===== src/rtl/ftx_pkg.sv =====
package ftx_pkg;
    localparam int FTX_DATA_W = 32;
    localparam int FTX_CNT_W  = 9;
    localparam int FTX_PER_W  = 16;

    // control for one fetched beat, travels alongside the read latency
    typedef struct packed {
        logic fetch;
        logic last;
    } ftx_ctl_t;

    typedef enum logic [1:0] {
        IDX_RUN   = 2'd0,
        IDX_STALL = 2'd1,
        IDX_DONE  = 2'd2
    } ftx_idx_state_e;
endpackage


===== src/rtl/ftx_period_timer.sv =====
module ftx_period_timer #(
    parameter int PER_W = ftx_pkg::FTX_PER_W
) (
    input  logic             clk,
    input  logic             rst,
    input  logic [PER_W-1:0] period_len,
    output logic             start_o
);
    logic [PER_W-1:0] tmr_q;
    logic [PER_W-1:0] reload;

    assign start_o = (tmr_q == '0);
    assign reload  = (period_len == '0) ? '0 : period_len - 1'b1;

    always_ff @(posedge clk) begin
        if (rst)          tmr_q <= '0;
        else if (start_o) tmr_q <= reload;
        else              tmr_q <= tmr_q - 1'b1;
    end

    // the timer only moves downward between starts
    assert_timer_down_R7: assert property (@(posedge clk) disable iff (rst)
        (tmr_q != '0) |=> (tmr_q == $past(tmr_q) - 1'b1));
endmodule


===== src/rtl/ftx_index_ctr.sv =====
module ftx_index_ctr
    import ftx_pkg::*;
#(
    parameter int CNT_W = FTX_CNT_W
) (
    input  logic             clk,
    input  logic             rst,
    input  logic             start_i,
    input  logic             gate_i,
    input  logic [CNT_W-1:0] word_count,
    output logic [CNT_W-1:0] idx_o,
    output ftx_ctl_t         ctl_o
);
    logic [CNT_W-1:0] idx_q;
    logic [CNT_W:0]   idx_nxt_wide;
    ftx_idx_state_e   st;

    assign idx_nxt_wide = {1'b0, idx_q} + 1'b1;

    always_comb begin
        if (idx_q >= word_count) st = IDX_DONE;
        else if (!gate_i)        st = IDX_STALL;
        else                     st = IDX_RUN;
    end

    always_comb begin
        ctl_o.fetch = !start_i && (st == IDX_RUN);
        ctl_o.last  = ctl_o.fetch && (idx_nxt_wide == {1'b0, word_count});
    end

    always_ff @(posedge clk) begin
        if (rst)              idx_q <= '0;
        else if (start_i)     idx_q <= '0;
        else if (ctl_o.fetch) idx_q <= idx_nxt_wide[CNT_W-1:0];
    end

    assign idx_o = idx_q;

    assert_start_zero_R7: assert property (@(posedge clk) disable iff (rst)
        start_i |=> (idx_q == '0));
    assert_stall_hold_R5: assert property (@(posedge clk) disable iff (rst)
        (!start_i && !gate_i) |=> $stable(idx_q));
    assert_step_one_R3: assert property (@(posedge clk) disable iff (rst)
        (!start_i && (idx_q < word_count) && gate_i) |=> (idx_q == $past(idx_q) + 1'b1));
    assert_done_hold_R4: assert property (@(posedge clk) disable iff (rst)
        (!start_i && (idx_q >= word_count)) |=> $stable(idx_q));
endmodule


===== src/rtl/ftx_beat_align.sv =====
module ftx_beat_align
    import ftx_pkg::*;
#(
    parameter int DATA_W = FTX_DATA_W
) (
    input  logic              clk,
    input  logic              rst,
    input  ftx_ctl_t          ctl_i,
    input  logic [DATA_W-1:0] rd_data,
    output logic              tx_valid,
    output logic              tx_eof,
    output logic [DATA_W-1:0] tx_data
);
    ftx_ctl_t ctl_q;

    // delay control by the source read latency of one cycle
    always_ff @(posedge clk) begin
        if (rst) ctl_q <= '0;
        else     ctl_q <= ctl_i;
    end

    assign tx_valid = ctl_q.fetch;
    assign tx_eof   = ctl_q.fetch && ctl_q.last;
    assign tx_data  = ctl_q.fetch ? rd_data : '0;

    assert_eof_valid_R6: assert property (@(posedge clk) disable iff (rst)
        tx_eof |-> tx_valid);
    assert_valid_follows_fetch_R3: assert property (@(posedge clk) disable iff (rst)
        ctl_i.fetch |=> tx_valid);
    assert_idle_data_R9: assert property (@(posedge clk) disable iff (rst)
        !tx_valid |-> (tx_data == '0));
endmodule


===== src/rtl/fiber_tx_framer.sv =====
module fiber_tx_framer
    import ftx_pkg::*;
#(
    parameter int DATA_W = FTX_DATA_W,
    parameter int CNT_W  = FTX_CNT_W,
    parameter int PER_W  = FTX_PER_W
) (
    input  logic              clk,
    input  logic              rst,
    input  logic              chan_en,
    input  logic              tx_rdy,
    input  logic [PER_W-1:0]  period_len,
    input  logic [CNT_W-1:0]  word_count,
    input  logic [DATA_W-1:0] rd_data,
    output logic [CNT_W-1:0]  rd_idx,
    output logic              tx_valid,
    output logic [DATA_W-1:0] tx_data,
    output logic              tx_eof
);
    logic     start;
    logic     gate;
    ftx_ctl_t ctl;

    assign gate = chan_en && tx_rdy;

    ftx_period_timer #(.PER_W(PER_W)) tmr_i (
        .clk        (clk),
        .rst        (rst),
        .period_len (period_len),
        .start_o    (start)
    );

    ftx_index_ctr #(.CNT_W(CNT_W)) idx_i (
        .clk        (clk),
        .rst        (rst),
        .start_i    (start),
        .gate_i     (gate),
        .word_count (word_count),
        .idx_o      (rd_idx),
        .ctl_o      (ctl)
    );

    ftx_beat_align #(.DATA_W(DATA_W)) aln_i (
        .clk      (clk),
        .rst      (rst),
        .ctl_i    (ctl),
        .rd_data  (rd_data),
        .tx_valid (tx_valid),
        .tx_eof   (tx_eof),
        .tx_data  (tx_data)
    );

    assert_zero_count_quiet_R8: assert property (@(posedge clk) disable iff (rst)
        (word_count == '0) |=> !ctl_q_eof_guard(tx_eof, $past(rd_idx), $past(word_count)));

    function automatic logic ctl_q_eof_guard(logic eof, logic [CNT_W-1:0] pidx,
                                            logic [CNT_W-1:0] pcnt);
        return eof && (pidx >= pcnt);
    endfunction
endmodule


===== config.mk =====
export PLATFORM = sky130hd
export DESIGN_NAME = fiber_tx_framer
export DESIGN_NICKNAME = d
export VERILOG_FILES = /design/src/rtl/ftx_pkg.sv /design/src/rtl/ftx_period_timer.sv /design/src/rtl/ftx_index_ctr.sv /design/src/rtl/ftx_beat_align.sv /design/src/rtl/fiber_tx_framer.sv
export SDC_FILE = /design/constraint.sdc
export NUM_CORES = 1
export LEC_CHECK = 0
export BUFFER_PORTS_ARGS = -buffer_cell sky130_fd_sc_hd__buf_2
export CAP_MARGIN = 40
export CELL_PAD_IN_SITES_DETAIL_PLACEMENT = 1
export CELL_PAD_IN_SITES_GLOBAL_PLACEMENT = 1
export CORE_MARGIN = 2
export CORE_UTILIZATION = 36
export DETAILED_ROUTE_END_ITERATION = 12
export HOLD_SLACK_MARGIN = 0.02
export MAX_ROUTING_LAYER = met4
export PLACE_DENSITY_LB_ADDON = 0.25
export SKIP_LAST_GASP = 1
export SLEW_MARGIN = 10
export SYNTH_ARGS = -nofsm -noshare
export SYNTH_HDL_FRONTEND = slang
export SYNTH_SLANG_ARGS = --single-unit

===== constraint.sdc =====
create_clock -name clk -period 4.15 [get_ports clk]
set_clock_uncertainty 0.2 [all_clocks]
set_input_delay 0.83 -clock clk [delete_from_list [all_inputs] [get_ports clk]]
set_output_delay 0.83 -clock clk [all_outputs]
set_load 0.005 [all_outputs]

==> results_dict.tcl <==
set metrics [dict create \
    overflow 0 \
    fin_setup_tns_ns 0 \
    viasPerCell 5.18 \
    core_area_sq_mm 0.00631 \
    initial_utilization_pct 36.9 \
    drt_iter0_markers 62 \
    die_h_um 84.4 \
    cp_data_required_time_ns 4.15 \
    diodes 0 \
    placed_cell_area_sq_mm 0.00290 \
    slew_headroom_pct 49.2 \
    status "completed" \
    insertion_delay_ns 0.27 \
    synth-async-reset-ratio_pct 0 \
    cts_tree "built" \
    synth_nets 356 \
    area_growth_pct 26.5 \
    drv_cap 0 \
    post_cts_resize_count 0 \
    grtUsageTotal_pct 19.3 \
    ys_seq_elements 27 \
    final_nets 457 \
    fmaxAchievable_mhz 348 \
    vias 2374 \
    grt_pass1_vias 2398 \
    intPower_w 0.000702 \
    io_pins 104 \
    timing.final.crit_share_pct 69.3 \
    synth_cells 281 \
    switching_share_pct 41.7 \
    drt_pass1_iterations 4 \
    drive_above_1_share_pct 34.9 \
    grt_setup_unrepaired "no" \
    cp_max_fo 9 \
    routedWlPerCell_um 14.3 \
    synth_flop_cell "dfxtp_1" \
    synth_edf_count 0 \
    cts_buffers 3 \
    setup_viol 0 \
    final_area_sq_mm 0.00295 \
    hold_violations 0 \
    power.switching_w 0.000503 \
    yosys-top-cells-area "dfxtp_1, and2_1, xnor2_1" \
    arrival_ns 2.87 \
    comb_power_share_pct 53.8 \
    rows 29 \
    holdBufCountCts 0 \
    grt_pass1_wl_um 11100 \
    worstSetupEndpointType "flop" \
    final_max_slew_viol_count 0 \
    yosysTopAreaCellShare_pct 23.2 \
    clkSinkCount 27 \
    drt-total-wl_um 6570 \
    dpl.hpwl_um 5500 \
    die-area_sq_mm 0.00713 \
    power_frac_seq_pct 33.7 \
    n_fill_cell 837 \
    worst_pin_slew_ns 0.761 \
    ys_types 44 \
    portBuffers 103 \
    holdWs_ns 0.319 \
    cts_max_level 1 \
    syn_avg_cell_area_sq_um 8.29 \
    grt_start_max_net_pins 35 \
    vdd_drop_max_mv 0.195 \
    gp_congestion 0.839 \
    synth_most_common_cell "and2_1" \
    final_antenna_net_count 0 \
    seq_area_frac_synth_pct 23.2 \
    power_density_mw_per_mm2 409 \
    synth_area_sq_mm 0.00233 \
    synthTopCellsByCount "and2_1, dfxtp_1, xnor2_1" \
    post-route-min-period_ns 2.88 \
    drc 0 \
    synth.yosys.warnings 0 \
    clk_pin_slew_worst_paths_ns 0.10 \
    synth_top_area_cell "dfxtp_1" \
    clockBufferDepth 2 \
    hp-class "reg2reg" \
    post-cts-setup-buffers 0 \
    cts-root-buf "clkbuf_8" \
    path_class "in2reg" \
    grt_antenna_before_repair 0 \
    startpoint_type "input port" \
    die_w_um 84.4 \
    leakage_nw 1.37 \
    pwr-share-clk_pct 12.5 \
]
-- power by group through the flow --
stage,combinational [W],sequential (W),clock (W)
floorplan,0.000525,0.000392,0
global placement,0.000639,0.000409,0
detailed placement,0.000658,0.000413,0
CTS,0.000661,0.000408,0.000157
global route,0.000736,0.000421,0.000167
finish,0.000648,0.000406,0.000151
-- routing by layer --
layer	vias to the layer above	part of all wire (%)	track usage, %
li1	1213	-	-
met1	1102	43	22.7
met2	55	52	35.6
met3	4	3.7	1.97
met4	0	0.78	3.75
met5	-	0	-
-- sequential cells by signal, summed over array words and instances (netlist names) --
name,cells
tmr_i.tmr_q,16
aln_i.ctl_q,1
idx_i.idx_o,9
aln_i.tx_valid,1
-- logic make-up (layout without fill, tap and decap cells) --
group                    Yosys count  after routing  synth area share [%]
buffers and inverters             23            123                  4.40
AO/OA/AOI/OAI                     45             45                  14.9
AND/OR/NAND/NOR                  129            129                  33.6
multiplexers                       4              4                  1.72
flip-flops                        27             27                  23.2
adder cells (fa/ha/maj)           14             14                  7.52
XOR/XNOR                          39             39                  14.7
-- stage by stage --
stage	total power (W)	utilization, %	setup slack, ns	instances
floorplan	0.000917	-	1.36	281
global placement	0.00105	45.9	0.947	453
detailed placement	0.00107	45.9	0.999	454
CTS	0.00123	46.7	1.29	458
global route	0.00132	46.7	1.06	458
finish	0.00120	46.7	1.27	458
-- worst max-delay path, cell delays in order --
cell      delay [ns]
buf_2           0.10
inv_1           0.04
ha_1            0.30
and4_1          0.24
a211oi_1        0.30
o21ai_0         0.21
buf_2           0.22
or4_1           0.47
a21oi_1         0.16
-- area by class of cell --
class	instances	area, sq um	share of cell area (%)
multi-input cells	231	1690	57.2
clock buffers	3	41.3	1.40
clock inverters	1	5.00	0.170
inverters	15	56.3	1.91
repair buffers	104	520	17.7
flip-flops and latches	27	541	18.3
well taps	77	96.3	3.27
-- cells in the final DEF, fill, tap and decap left out, drive strengths merged --
cell	netlist	layout
or4	9	9
buf	4	104
or4b	2	2
o311ai	1	1
nor4	12	12
clkinv	0	1
a21oi	10	10
and3	3	3
a311oi	1	1
o21ai	7	7
a21boi	1	1
nor2	19	19
o22ai	14	14
o211ai	1	1
nor3	8	8
nand2	15	15
o31ai	5	5
a211oi	1	1
nor3b	3	3
and4	2	2
nand4	6	6
a21o	1	1
xnor2	23	23
nor4b	1	1
nand3	6	6
and2	33	33
dfxtp	27	27
o21a	2	2
nand4b	1	1
xor2	16	16
or2	2	2
nor4bb	1	1
ha	14	14
clkbuf	4	3
or3	6	6
inv	15	15
o31a	1	1
mux2i	4	4
-- worst paths after layout --
check,start,to,slack [ns],cells past startpoint
hold / removal,tmr_i.tmr_q[0],tmr_i.tmr_q[0],0.32,1
setup reg to reg,idx_i.idx_o[7],idx_i.idx_o[2],1.46,7
hold reg to reg,tmr_i.tmr_q[0],tmr_i.tmr_q[0],0.32,1
setup / recovery,word_count[8],idx_i.idx_o[2],1.27,9
No activity file was read; power rests on OpenSTA's default activity.
